`config.mk`:
```
export PLATFORM = sky130hd
export DESIGN_NAME = det_count_display
export DESIGN_NICKNAME = d
export VERILOG_FILES = /design/src/rtl/dcd_pkg.sv /design/src/rtl/dcd_bcd_counter.sv /design/src/rtl/dcd_seg_enc.sv /design/src/rtl/det_count_display.sv
export SDC_FILE = /design/constraint.sdc
export NUM_CORES = 1
export LEC_CHECK = 0
export BUFFER_PORTS_ARGS = -buffer_cell sky130_fd_sc_hd__buf_2
export CAP_MARGIN = 10
export CORE_UTILIZATION = 35
export CTS_BUF_LIST = sky130_fd_sc_hd__clkbuf_16
export DETAILED_ROUTE_END_ITERATION = 10
export SLEW_MARGIN = 20
export SYNTH_ARGS = -nofsm -noshare
export SYNTH_HDL_FRONTEND = slang
export SYNTH_SLANG_ARGS = --single-unit
```
`constraint.sdc`:
```
create_clock -name clk -period 3.4 [get_ports clk]
set_input_delay 0.34 -clock clk [delete_from_list [all_inputs] [get_ports clk]]
set_output_delay 0.34 -clock clk [all_outputs]
set_load 0.1 [all_outputs]
```
`src/rtl/dcd_pkg.sv`:
```
// Shared constants and the digit-to-segment table for the detection counter.
// Assumes active-high segments, bit 6 = g down to bit 0 = a.
package dcd_pkg;
    localparam int SEG_W  = 7;
    localparam int BCD_W  = 4;
    localparam int NDIG   = 2;

    localparam logic [SEG_W-1:0] SEG_DASH = 7'b100_0000;
    localparam logic [BCD_W-1:0] DIG_MAX  = BCD_W'(9);

    // Map one decimal digit onto its segment pattern; out-of-range digits go blank.
    function automatic logic [SEG_W-1:0] seg_of(input logic [BCD_W-1:0] d);
        logic [SEG_W-1:0] s;
        case (d)
            4'd0:    s = 7'b011_1111;
            4'd1:    s = 7'b000_0110;
            4'd2:    s = 7'b101_1011;
            4'd3:    s = 7'b100_1111;
            4'd4:    s = 7'b110_0110;
            4'd5:    s = 7'b110_1101;
            4'd6:    s = 7'b111_1101;
            4'd7:    s = 7'b000_0111;
            4'd8:    s = 7'b111_1111;
            4'd9:    s = 7'b110_1111;
            default: s = '0;
        endcase
        return s;
    endfunction

    localparam logic [SEG_W-1:0] SEG_ZERO = 7'b011_1111;
endpackage

```
`src/rtl/dcd_bcd_counter.sv`:
```
// Decimal counter of NDIG BCD digits with a sticky overflow flag.
// Digit i+1 steps when digit i wraps 9 -> 0. A carry out of the top digit
// sets the flag, and the flag freezes the count until reset.
// Both next-state and current-state values are exported so that a
// following register stage can align with the counter's own edge.
// Assumes: rst_n is synchronous, active low; inc_i is a one-cycle pulse.
module dcd_bcd_counter #(
    parameter int NDIG  = 2,
    parameter int BCD_W = 4
) (
    input  logic             clk,
    input  logic             rst_n,
    input  logic             inc_i,
    output logic [BCD_W-1:0] dig_d_o [NDIG],
    output logic [BCD_W-1:0] dig_q_o [NDIG],
    output logic             ovf_d_o,
    output logic             ovf_q_o
);
    localparam logic [BCD_W-1:0] TOP = BCD_W'(9);

    logic [NDIG:0]    carry;
    logic [BCD_W-1:0] dig_d [NDIG];
    logic [BCD_W-1:0] dig_q [NDIG];
    logic             ovf_d;
    logic             ovf_q;

    // Increments enter the chain only while the flag is clear.
    assign carry[0] = inc_i & ~ovf_q;

    for (genvar i = 0; i < NDIG; i++) begin : g_dig
        // Next value of digit i: hold, step, or wrap to zero on carry-in.
        always_comb begin
            dig_d[i] = dig_q[i];
            if (carry[i]) begin
                dig_d[i] = (dig_q[i] == TOP) ? '0 : dig_q[i] + 1'b1;
            end
        end

        // Carry to the next digit when this one wraps.
        assign carry[i+1] = carry[i] & (dig_q[i] == TOP);

        // Digit storage with synchronous clear.
        always_ff @(posedge clk) begin
            if (!rst_n) dig_q[i] <= '0;
            else        dig_q[i] <= dig_d[i];
        end

        // a stored digit never leaves the decimal range.
        a_r5_digit_in_range: assert property (@(posedge clk) disable iff (!rst_n)
            dig_q[i] <= TOP);

        assign dig_d_o[i] = dig_d[i];
        assign dig_q_o[i] = dig_q[i];
    end

    // Overflow flag is set by carry out of the top digit and only cleared by reset.
    assign ovf_d = ovf_q | carry[NDIG];

    // Flag storage with synchronous clear.
    always_ff @(posedge clk) begin
        if (!rst_n) ovf_q <= 1'b0;
        else        ovf_q <= ovf_d;
    end

    assign ovf_d_o = ovf_d;
    assign ovf_q_o = ovf_q;

    // once set the flag stays set.
    a_r7_ovf_sticky: assert property (@(posedge clk) disable iff (!rst_n)
        ovf_q |=> ovf_q);

    // counter frozen after overflow.
    a_r7_frozen_after_ovf: assert property (@(posedge clk) disable iff (!rst_n)
        ovf_q |=> $stable(dig_q[0]));

    // the flag can only rise on an edge that saw a pulse.
    a_r6_ovf_needs_pulse: assert property (@(posedge clk) disable iff (!rst_n)
        (!ovf_q && !inc_i) |=> !ovf_q);

    // no pulse, no change of the low digit.
    a_r2_hold_when_idle: assert property (@(posedge clk) disable iff (!rst_n)
        !inc_i |=> $stable(dig_q[0]));

    // a pulse below 9 in the low digit steps it by one.
    a_r2_step_by_one: assert property (@(posedge clk) disable iff (!rst_n)
        (inc_i && !ovf_q && dig_q[0] != TOP) |=> (dig_q[0] == BCD_W'($past(dig_q[0]) + 1'b1)));
endmodule

```
`src/rtl/dcd_seg_enc.sv`:
```
// Combinational decoder for one digit position: shows the digit's segment
// pattern, or a dash when dash_i is set.
// Assumes the digit is in 0..9 whenever dash_i is low.
module dcd_seg_enc
    import dcd_pkg::*;
(
    input  logic [BCD_W-1:0] digit_i,
    input  logic             dash_i,
    output logic [SEG_W-1:0] seg_o
);
    // Choose dash or digit pattern.
    always_comb begin
        seg_o = dash_i ? SEG_DASH : seg_of(digit_i);
    end
endmodule

```
`src/rtl/det_count_display.sv`:
```
// Top level: counts detection pulses in BCD and drives two registered
// seven-segment digit patterns. Past 99 both digits show a dash until reset.
// The output flops load the encoding of the counter's next state, so the
// display moves on the same edge that samples a pulse.
// Assumes: synchronous active-low reset; det_i is one cycle wide per event.
module det_count_display
    import dcd_pkg::*;
(
    input  logic             clk,
    input  logic             rst_n,
    input  logic             det_i,
    output logic [SEG_W-1:0] seg_tens_o,
    output logic [SEG_W-1:0] seg_units_o
);
    logic [BCD_W-1:0] dig_d [NDIG];
    logic [BCD_W-1:0] dig_q [NDIG];
    logic             ovf_d;
    logic             ovf_q;
    logic [SEG_W-1:0] seg_d [NDIG];
    logic [SEG_W-1:0] seg_q [NDIG];

    dcd_bcd_counter #(
        .NDIG  (NDIG),
        .BCD_W (BCD_W)
    ) u_cnt (
        .clk     (clk),
        .rst_n   (rst_n),
        .inc_i   (det_i),
        .dig_d_o (dig_d),
        .dig_q_o (dig_q),
        .ovf_d_o (ovf_d),
        .ovf_q_o (ovf_q)
    );

    for (genvar i = 0; i < NDIG; i++) begin : g_pos
        dcd_seg_enc u_enc (
            .digit_i (dig_d[i]),
            .dash_i  (ovf_d),
            .seg_o   (seg_d[i])
        );

        // Output register per digit, reset to the zero pattern.
        always_ff @(posedge clk) begin
            if (!rst_n) seg_q[i] <= SEG_ZERO;
            else        seg_q[i] <= seg_d[i];
        end
    end

    assign seg_units_o = seg_q[0];
    assign seg_tens_o  = seg_q[NDIG-1];

    // a reset edge leaves both digits at zero.
    a_r1_reset_zero: assert property (@(posedge clk)
        !rst_n |=> (seg_units_o == SEG_ZERO && seg_tens_o == SEG_ZERO));

    // overflow flag and dash display agree.
    a_r6_dash_on_ovf: assert property (@(posedge clk) disable iff (!rst_n)
        ovf_q |-> (seg_units_o == SEG_DASH && seg_tens_o == SEG_DASH));

    // without overflow the outputs show the stored digits.
    a_r3_shows_digits: assert property (@(posedge clk) disable iff (!rst_n)
        !ovf_q |-> (seg_units_o == seg_of(dig_q[0]) && seg_tens_o == seg_of(dig_q[NDIG-1])));

    // a numeric display never lights segment g alone.
    a_r4_no_dash_without_ovf: assert property (@(posedge clk) disable iff (!rst_n)
        !ovf_q |-> (seg_units_o != SEG_DASH));
endmodule

```
==> results.sh, run 1 <==
export IMPL_place_area_um2=1460
export IMPL_drive_gt1_share_pct=15.3
export IMPL_clockBufferDepth=2
export IMPL_initial_core_util_pct=36.7
export IMPL_rr_startpoint="u_cnt.dig_q[0][1]"
export IMPL_p_sw_mw=0.197
export IMPL_syn_area_um2=1360
export IMPL_criticalPathCategory="reg -> reg"
export IMPL_core_area_um2=3690
export IMPL_final_area_um2=1540
export IMPL_cts_root_buffer="clkbuf_16"
export IMPL_drt_total_wl_mm=2.60
export IMPL_io_buffers=16
export IMPL_synth_ff_type="dfxtp_1"
export IMPL_worst_path_max_fanout=13
export IMPL_max_freq_ghz=0.346
export IMPL_worst_pin_slew_ns=0.535
export IMPL_seqPwrFrac_pct=43.3
export IMPL_vias=1112
export IMPL_cts_tree="built"
export IMPL_cts_setup_buffers=0
export IMPL_antenna_found_initial=0
export IMPL_swShare_pct=29.7
export IMPL_hold_class="in -> reg"
export IMPL_final_common_cell="dfxtp_1"
export IMPL_drv_slew=0
export IMPL_ir_worst_vdd_v=0.000215
export IMPL_cp_start_kind="flip-flop"
export IMPL_yosys_warnings=0
export IMPL_clk_latency_ns=0.25
export IMPL_vias_per_cell=5.10
export IMPL_wire_per_inst_um=11.9
export IMPL_hold_ws_ns=0.408
export IMPL_final_cell_mix="dfxtp_1 (23), buf_2 (16), nor2b_1 (13), o21ai_0 (13), ha_1 (12)"
export IMPL_reg2reg_depth=8
export IMPL_synth_nets=173
export IMPL_grt_max_degree=21
export IMPL_tns_ns=0
export IMPL_die_h_um=64.2
export IMPL_whs_path_depth=2
export IMPL_synthDistinctLibCells=47
export IMPL_layout_nets=186
export IMPL_avgSynthCellArea_um2=8.58
export IMPL_cts_sinks=23
export IMPL_min_from="rst_n"
export IMPL_fin_crit_sh_pct=85.0
export IMPL_grt_usage_pct=13.6
export IMPL_max_slew_margin_pct=64.1
export IMPL_clock_skew_final_ns=0.00270
export IMPL_cts_resized=0
export IMPL_setup_violations=0
export IMPL_drt_iter0_drc=57
export IMPL_dp_hpwl_mm=1.97
export IMPL_post_route_min_period_ns=2.89
export IMPL_worstHoldEndpoint="seg_q[1][5]"
export IMPL_synth_seq_cells=23
export IMPL_die_x_um=64.2
export IMPL_area_growth_pct=13.4
export IMPL_r2r_end="seg_q[1][3]"
export IMPL_ys_async_sr_fraction_pct=0
export IMPL_grt_pass1_wl_mm=4.44
export IMPL_cts_max_level=1
export IMPL_synth_edf_count=0
export IMPL_fin_util_pct=41.7
export IMPL_internal_power_mw=0.465
export IMPL_crit_arrival_ns=3.02
export IMPL_ant_nets=0
export IMPL_rsz0062_at_grt="false"
export IMPL_power_density_nw_per_um2=431
export IMPL_cts_buffers=3
export IMPL_cp_end_kind="flip-flop"
export IMPL_synth_top_area_share_pct=34.0
export IMPL_maxCapViolCount=0
export IMPL_gp_congestion=0.822
export IMPL_first_pass_iters=5
export IMPL_synth_seq_area_share_pct=34.0
export IMPL_critPathRequiredTime_ns=3.53
export IMPL_grt_pass1_vias=986
export IMPL_ctsHoldBuffers=0
export IMPL_status="completed"
export IMPL_die_area_um2=4120
export IMPL_pin_count=17
export IMPL_grt_overflow=0
export IMPL_hold_violations=0
export IMPL_clk_transition_reported_paths_ns=0.06
export IMPL_yosys_area_top_type="dfxtp_1"
export IMPL_antennaDiodeCount=0
export IMPL_synth_cells=158
export IMPL_pwr_share_comb_pct=18.6
export IMPL_drc=0
export IMPL_synthTopCellsByArea="dfxtp_1 (34%), ha_1 (11%), nor2b_1 (6.0%)"
export IMPL_reg2reg_slack_ns=0.51
export IMPL_rows=22
export IMPL_p_clk_share_pct=38.2
export IMPL_p_leak_nw=0.635
layer usage:
layer  global-route usage, %  share of wire [%]  vias up
li1                        -                  -      571
met1                    18.1                 48      503
met2                    22.5                 47       34
met3                    1.25                3.8        4
met4                    5.56                1.1        0
met5                       0                  0        -
cell families after synthesis:
family                     after synthesis  share of synthesized area (%)
and+or+nand+nor                         52                           23.1
adders and majority gates               12                           11.1
buffers and inverters                   19                           6.19
xor gates and xnor gates                 5                           3.23
muxes                                    2                           1.57
AOI/OAI and AO/OA                       45                           20.9
DFF                                     23                           34.0
synth_stat cells (2+ instances only):
library cell,count
ha_1,12
inv_1,10
a21boi_0,2
nand4b_1,2
clkbuf_1,3
and2_1,3
a21oi_1,8
nand3b_1,3
nor2b_1,13
nand2b_1,3
o31a_1,2
a31oi_1,4
nor3_1,3
xnor2_1,3
o21ai_0,13
nand2_1,7
xor2_1,2
buf_2,4
o21ai_1,4
dfxtp_1,23
nor2_1,8
area by class of cell:
| type | count | area [um^2] |
|---|---|---|
| fillers | 371 | 2150 |
| multi-input cells | 116 | 811 |
| flip-flops and latches | 23 | 460 |
| repair buffers | 17 | 87.6 |
| clock buffers | 3 | 75.1 |
| well taps | 48 | 60.1 |
| inverters | 10 | 37.5 |
| clock inverters | 1 | 5.00 |
sequential cells by signal (all words and copies together), names as in the netlist:
signal	count
seg_q	14
u_cnt.ovf_q_o	1
u_cnt.dig_q	8
power by group through the flow:
stage                     clock network [mW]  registers, mW  logic [mW]
final                                  0.253          0.286       0.123
after global routing                   0.266          0.288       0.133
after CTS                              0.255          0.286       0.123
after detailed placement                   0          0.292       0.123
after global placement                     0          0.292       0.122
after floorplan                            0          0.352      0.0436
stage by stage:
stage               worst slack (ns)  total power [mW]  instances
global route                   0.279             0.687        218
floorplan                      0.947             0.396        158
detailed placement             0.569             0.416        214
CTS                            0.556             0.665        218
global placement               0.718             0.413        214
finish                         0.511             0.662        218
worst max-delay path: stages, from the launching register on:
cell and delay [ns]:
dfxtp_1 0.55, nand4bb_1 0.37, or2_0 0.33, nor3_1 0.09, a21oi_1 0.35, ha_1 0.34
or3b_2 0.47, a31oi_1 0.19, o21ai_1 0.07
how the worst max path moves through the flow:
stage | from | to | cells past startpoint
detailed placement | u_cnt.dig_q[0][1] | seg_q[1][3] | 8
CTS | u_cnt.dig_q[0][1] | seg_q[1][3] | 8
floorplan | u_cnt.dig_q[0][2] | seg_q[1][3] | 10
global placement | u_cnt.dig_q[0][1] | seg_q[1][3] | 8
finish | u_cnt.dig_q[0][1] | seg_q[1][3] | 8
global route | u_cnt.dig_q[0][1] | seg_q[1][3] | 8
Power figures use the tool's default switching activity.
==> run 2, diff against run 1 <==
==> constraint.sdc (replaced) <==
create_clock -name clk -period 2.9 [get_ports clk]
set_input_delay 0.29 -clock clk [delete_from_list [all_inputs] [get_ports clk]]
set_output_delay 0.29 -clock clk [all_outputs]
set_load 0.1 [all_outputs]
==> run 2 against run 1 <==
Compared with the run above: clock skew grew 0.0013 ns; die area unchanged; count of clock-buffer cells in the layout unchanged; critical endpoint is now seg_q[1][4]; largest cell class unchanged; critical path type unchanged; worst hold slack worse by 0.050 ns; sequential share of layout area shrank 0.41 points; register-to-register slack got worse by 0.11 ns.
==> results.sh, run 2 (synthesis gave the netlist of run 1 again) <==
export IMPL_cts_sinks=23
export IMPL_cts_setup_buffers=0
export IMPL_initial_core_util_pct=36.7
export IMPL_p_sw_mw=0.233
export IMPL_io_buffers=16
export IMPL_cts_root_buffer="clkbuf_16"
export IMPL_max_flop_register="seg_q"
export IMPL_criticalPathCategory="reg -> reg"
export IMPL_antenna_found_initial=0
export IMPL_grt_pass1_vias=1069
export IMPL_worst_slack_ns=0.406
export IMPL_gp_congestion=0.778
export IMPL_clock_skew_final_ns=0.00401
export IMPL_pin_count=17
export IMPL_area_growth_pct=15.0
export IMPL_drt_iter0_drc=77
export IMPL_post_route_min_period_ns=2.49
export IMPL_grt_usage_pct=14.1
export IMPL_hold_violations=0
export IMPL_cp_start_kind="flip-flop"
export IMPL_p_clk_share_pct=38.2
export IMPL_core_area_um2=3690
export IMPL_die_x_um=64.2
export IMPL_first_pass_iters=4
export IMPL_seqPwrFrac_pct=43.2
export IMPL_max_slew_margin_pct=63.0
export IMPL_critical_path_cell_chain="nand4bb_1, or2_0, nor3_1, a21oi_1, buf_4, inv_1, ha_1, inv_1, o21ai_0, a32oi_1, o311a_1, o21ai_1"
export IMPL_pwr_share_comb_pct=18.6
export IMPL_worst_path_max_fanout=13
export IMPL_maxCapViolCount=0
export IMPL_grt_max_degree=21
export IMPL_critPathRequiredTime_ns=3.04
export IMPL_final_common_cell="dfxtp_1"
export IMPL_vias=1134
export IMPL_rsz0062_at_grt="false"
export IMPL_rows=22
export IMPL_swShare_pct=29.9
export IMPL_drv_slew=0
export IMPL_ctsHoldBuffers=0
export IMPL_place_ws_ns=0.469
export IMPL_wire_per_inst_um=12.0
export IMPL_grt_pass1_wl_mm=4.58
export IMPL_clockBufferDepth=2
export IMPL_tns_ns=0
export IMPL_crit_arrival_ns=2.63
export IMPL_die_h_um=64.2
export IMPL_die_area_um2=4120
export IMPL_clk_latency_ns=0.26
export IMPL_cpPeakStageDelay_ns=0.54
export IMPL_p_leak_nw=0.649
export IMPL_cts_resized=0
export IMPL_worst_pin_slew_ns=0.551
export IMPL_layout_nets=189
export IMPL_internal_power_mw=0.545
export IMPL_drive_gt1_share_pct=16.2
export IMPL_cp_common_cell="inv_1"
export IMPL_cts_tree="built"
export IMPL_final_cell_mix="dfxtp_1 (23), buf_2 (16), nor2b_1 (13), o21ai_0 (13), ha_1 (12)"
export IMPL_hold_class="in -> reg"
export IMPL_drc=0
export IMPL_antennaDiodeCount=0
export IMPL_power_density_nw_per_um2=499
export IMPL_ir_worst_vdd_v=0.000197
export IMPL_fin_crit_sh_pct=86.0
export IMPL_cp_end_kind="flip-flop"
export IMPL_max_freq_ghz=0.401
export IMPL_path_delay_family="compound AO/OA/AOI/OAI gates"
export IMPL_drt_total_wl_mm=2.65
export IMPL_ant_nets=0
export IMPL_slowest_stage="dfxtp_1"
export IMPL_status="completed"
export IMPL_grt_overflow=0
export IMPL_vias_per_cell=5.13
export IMPL_largest_reg_flops=14
export IMPL_cts_buffers=3
export IMPL_timing_critical_path_buf_inv=3
export IMPL_cts_max_level=1
export IMPL_setup_violations=0
export IMPL_clk_transition_reported_paths_ns=0.06
export IMPL_dp_hpwl_mm=1.92
run 2: worst paths after layout:
| check | start | end | slack [ns] | cells after the start |
|---|---|---|---|---|
| max | u_cnt.dig_q[0][1] | seg_q[1][4] | 0.41 | 12 |
| min | rst_n | seg_q[1][5] | 0.36 | 2 |
| max reg2reg | u_cnt.dig_q[0][1] | seg_q[1][4] | 0.41 | 12 |
| min reg2reg | u_cnt.dig_q[0][2] | seg_q[0][6] | 0.68 | 2 |
run 2: cell type report:
cell class / count / area [um^2]
Multi-Input combinational cell: 116 / 811
Fill cell: 386 / 2130
Timing Repair Buffer: 20 / 110
Tap cell: 48 / 60.1
Clock inverter: 1 / 3.75
Sequential cell: 23 / 460
Clock buffer: 3 / 75.1
Inverter: 10 / 37.5
run 2: through the flow:
step	total power, mW	hold slack, ns	cells	utilization (%)	instance area, um^2
after floorplan	0.464	0.535	158	-	1360
after global placement	0.486	0.620	217	40.1	1480
after detailed placement	0.487	0.623	217	40.1	1480
after CTS	0.780	0.358	221	42.2	1560
after global routing	0.803	0.388	221	42.2	1560
final	0.777	0.358	221	42.2	1560
run 2: routing by layer:
layer | wire length (um) | global-route usage (%)
met1 | 1310 | 18.3
met4 | 35 | 8.06
met3 | 81 | 1.61
met2 | 1230 | 22.5
met5 | 0 | 0
run 2: power by group through the flow:
stage                     sequential [mW]  clock (mW)  combinational, mW
after detailed placement            0.343           0              0.144
after floorplan                     0.413           0             0.0511
after global placement              0.342           0              0.143
after global routing                0.337       0.311              0.156
final                               0.336       0.297              0.145
after CTS                           0.336       0.300              0.144
==> run 3, diff against run 2 <==
--- a/config.mk
+++ b/config.mk
@@ -5,11 +5,11 @@
 export SDC_FILE = /design/constraint.sdc
 export NUM_CORES = 1
 export LEC_CHECK = 0
-export BUFFER_PORTS_ARGS = -buffer_cell sky130_fd_sc_hd__buf_2
 export CAP_MARGIN = 10
 export CORE_UTILIZATION = 35
 export CTS_BUF_LIST = sky130_fd_sc_hd__clkbuf_16
 export DETAILED_ROUTE_END_ITERATION = 10
+export DONT_BUFFER_PORTS = 1
 export SLEW_MARGIN = 20
 export SYNTH_ARGS = -nofsm -noshare
 export SYNTH_HDL_FRONTEND = slang
==> run 3 against run 2 <==
Compared with the run above: critical endpoint is now seg_q[1][3]; die area stayed put; first-iteration DRC count increased by 29%; count of clock-buffer cells in the layout is the same; wire length is 1.8% lower; worst hold slack got worse by 0.27 ns; critical path type unchanged.
==> results.sh, run 3 (synthesis gave the netlist of run 1 again) <==
export IMPL_status="completed"
export IMPL_slowest_stage="dfxtp_1"
export IMPL_fin_cells=205
export IMPL_max_flop_register="seg_q"
export IMPL_vias_per_cell=5.16
export IMPL_cts_max_level=1
export IMPL_cp_start_kind="flip-flop"
export IMPL_clock_skew_final_ns=0.00227
export IMPL_die_x_um=64.2
export IMPL_clk_transition_reported_paths_ns=0.06
export IMPL_fin_crit_sh_pct=85.3
export IMPL_clockBufferDepth=2
export IMPL_setup_violations=0
export IMPL_cts_root_buffer="clkbuf_16"
export IMPL_antennaDiodeCount=0
export IMPL_post_route_min_period_ns=2.47
export IMPL_drt_iter0_drc=99
export IMPL_drc=0
export IMPL_first_pass_iters=4
export IMPL_grt_overflow=0
export IMPL_core_area_um2=3690
export IMPL_tns_ns=0
export IMPL_drive_gt1_share_pct=8.28
export IMPL_final_cell_mix="dfxtp_1 (23), nor2b_1 (13), o21ai_0 (13)"
export IMPL_drt_total_wl_mm=2.60
export IMPL_gp_congestion=0.828
export IMPL_worst_pin_slew_ns=0.943
export IMPL_hold_class="in -> reg"
export IMPL_place_area_um2=1400
export IMPL_hold_violations=0
export IMPL_reg2reg_depth=8
export IMPL_dp_hpwl_mm=1.94
export IMPL_initial_core_util_pct=36.7
export IMPL_cpPeakStageDelay_ns=0.55
export IMPL_clk_latency_ns=0.26
export IMPL_antenna_found_initial=0
export IMPL_critPathRequiredTime_ns=3.05
export IMPL_largest_reg_flops=14
export IMPL_ir_worst_vdd_v=0.000282
export IMPL_pin_count=17
export IMPL_fin_util_pct=40.1
export IMPL_p_leak_nw=0.598
export IMPL_cts_sinks=23
export IMPL_final_area_um2=1480
export IMPL_die_area_um2=4120
export IMPL_grt_pass1_wl_mm=4.58
export IMPL_rsz0062_at_grt="false"
export IMPL_wire_per_inst_um=12.7
export IMPL_crit_arrival_ns=2.62
export IMPL_io_buffers=0
export IMPL_rows=22
export IMPL_fill_cells=368
export IMPL_cts_tree="built"
export IMPL_area_growth_pct=9.14
export IMPL_grt_max_degree=21
export IMPL_final_common_cell="dfxtp_1"
export IMPL_die_h_um=64.2
export IMPL_maxCapViolCount=0
export IMPL_vias=1058
export IMPL_place_inst=201
export IMPL_cts_buffers=3
export IMPL_layout_nets=173
export IMPL_max_freq_ghz=0.404
export IMPL_critical_path_cell_chain="nand4bb_1, or2_0, nor3_1, a21oi_1, ha_1, or3b_2, a31oi_1, o21ai_1"
export IMPL_grt_usage_pct=14.2
export IMPL_ctsHoldBuffers=0
export IMPL_cp_end_kind="flip-flop"
export IMPL_hold_ws_ns=0.0907
export IMPL_cts_resized=0
export IMPL_ant_nets=0
export IMPL_drv_slew=0
export IMPL_worst_path_max_fanout=13
export IMPL_criticalPathCategory="reg -> reg"
export IMPL_cts_setup_buffers=0
export IMPL_whs_path_depth=1
export IMPL_power_density_nw_per_um2=521
export IMPL_grt_pass1_vias=1021
export IMPL_max_slew_margin_pct=37.0
==> run 3: changes by cell type in the layout (fill, tap and decap cells not counted), sizes merged <==
| cell | delta |
|---|---|
| buf | -16 |
| clkinv | +1 |
| inv | -1 |
==> run 3: per-stage QoR <==
stage | total power [mW] | setup slack [ns]
floorplan | 0.464 | 0.447
global placement | 0.472 | 0.536
detailed placement | 0.474 | 0.450
CTS | 0.775 | 0.436
global route | 0.800 | 0.205
finish | 0.770 | 0.427
==> run 3: critical path: cells and delay by family, from the launching register on <==
kind,cells,cell delay (ns)
compound gates,3,0.46
fa+ha+maj,1,0.29
flops,1,0.55
simple gates,4,1.05
==> run 3: area by class of cell <==
class | count | area, um^2 | share of cell area [%]
clock inverters | 1 | 5.00 | 0.338
multi-input cells | 116 | 811 | 54.8
repair buffers | 4 | 30.0 | 2.03
flip-flops and latches | 23 | 460 | 31.1
inverters | 10 | 37.5 | 2.54
well taps | 48 | 60.1 | 4.06
clock buffers | 3 | 75.1 | 5.08
==> run 3: final timing paths <==
check                    startpoint          end  slack [ns]
hold reg to reg   u_cnt.dig_q[0][2]  seg_q[0][6]        0.68
hold / removal                rst_n  seg_q[1][5]        0.09
setup / recovery  u_cnt.dig_q[0][1]  seg_q[1][3]        0.43
setup reg to reg  u_cnt.dig_q[0][1]  seg_q[1][3]        0.43
==> run 3: metal layers <==
layer  global-route usage (%)  vias to the layer above  part of all wire (%)
met5                        0                        -                     0
met2                     23.7                       27                    45
met4                     6.39                        0                   1.2
met3                     2.68                        3                   3.3
li1                         -                      545                     -
met1                     17.7                      483                    50
==> run 3: power breakdown <==
part | switching (mW) | internal, mW
logic | 0.0323 | 0.0249
registers | 0.0813 | 0.329
clock network | 0.117 | 0.186
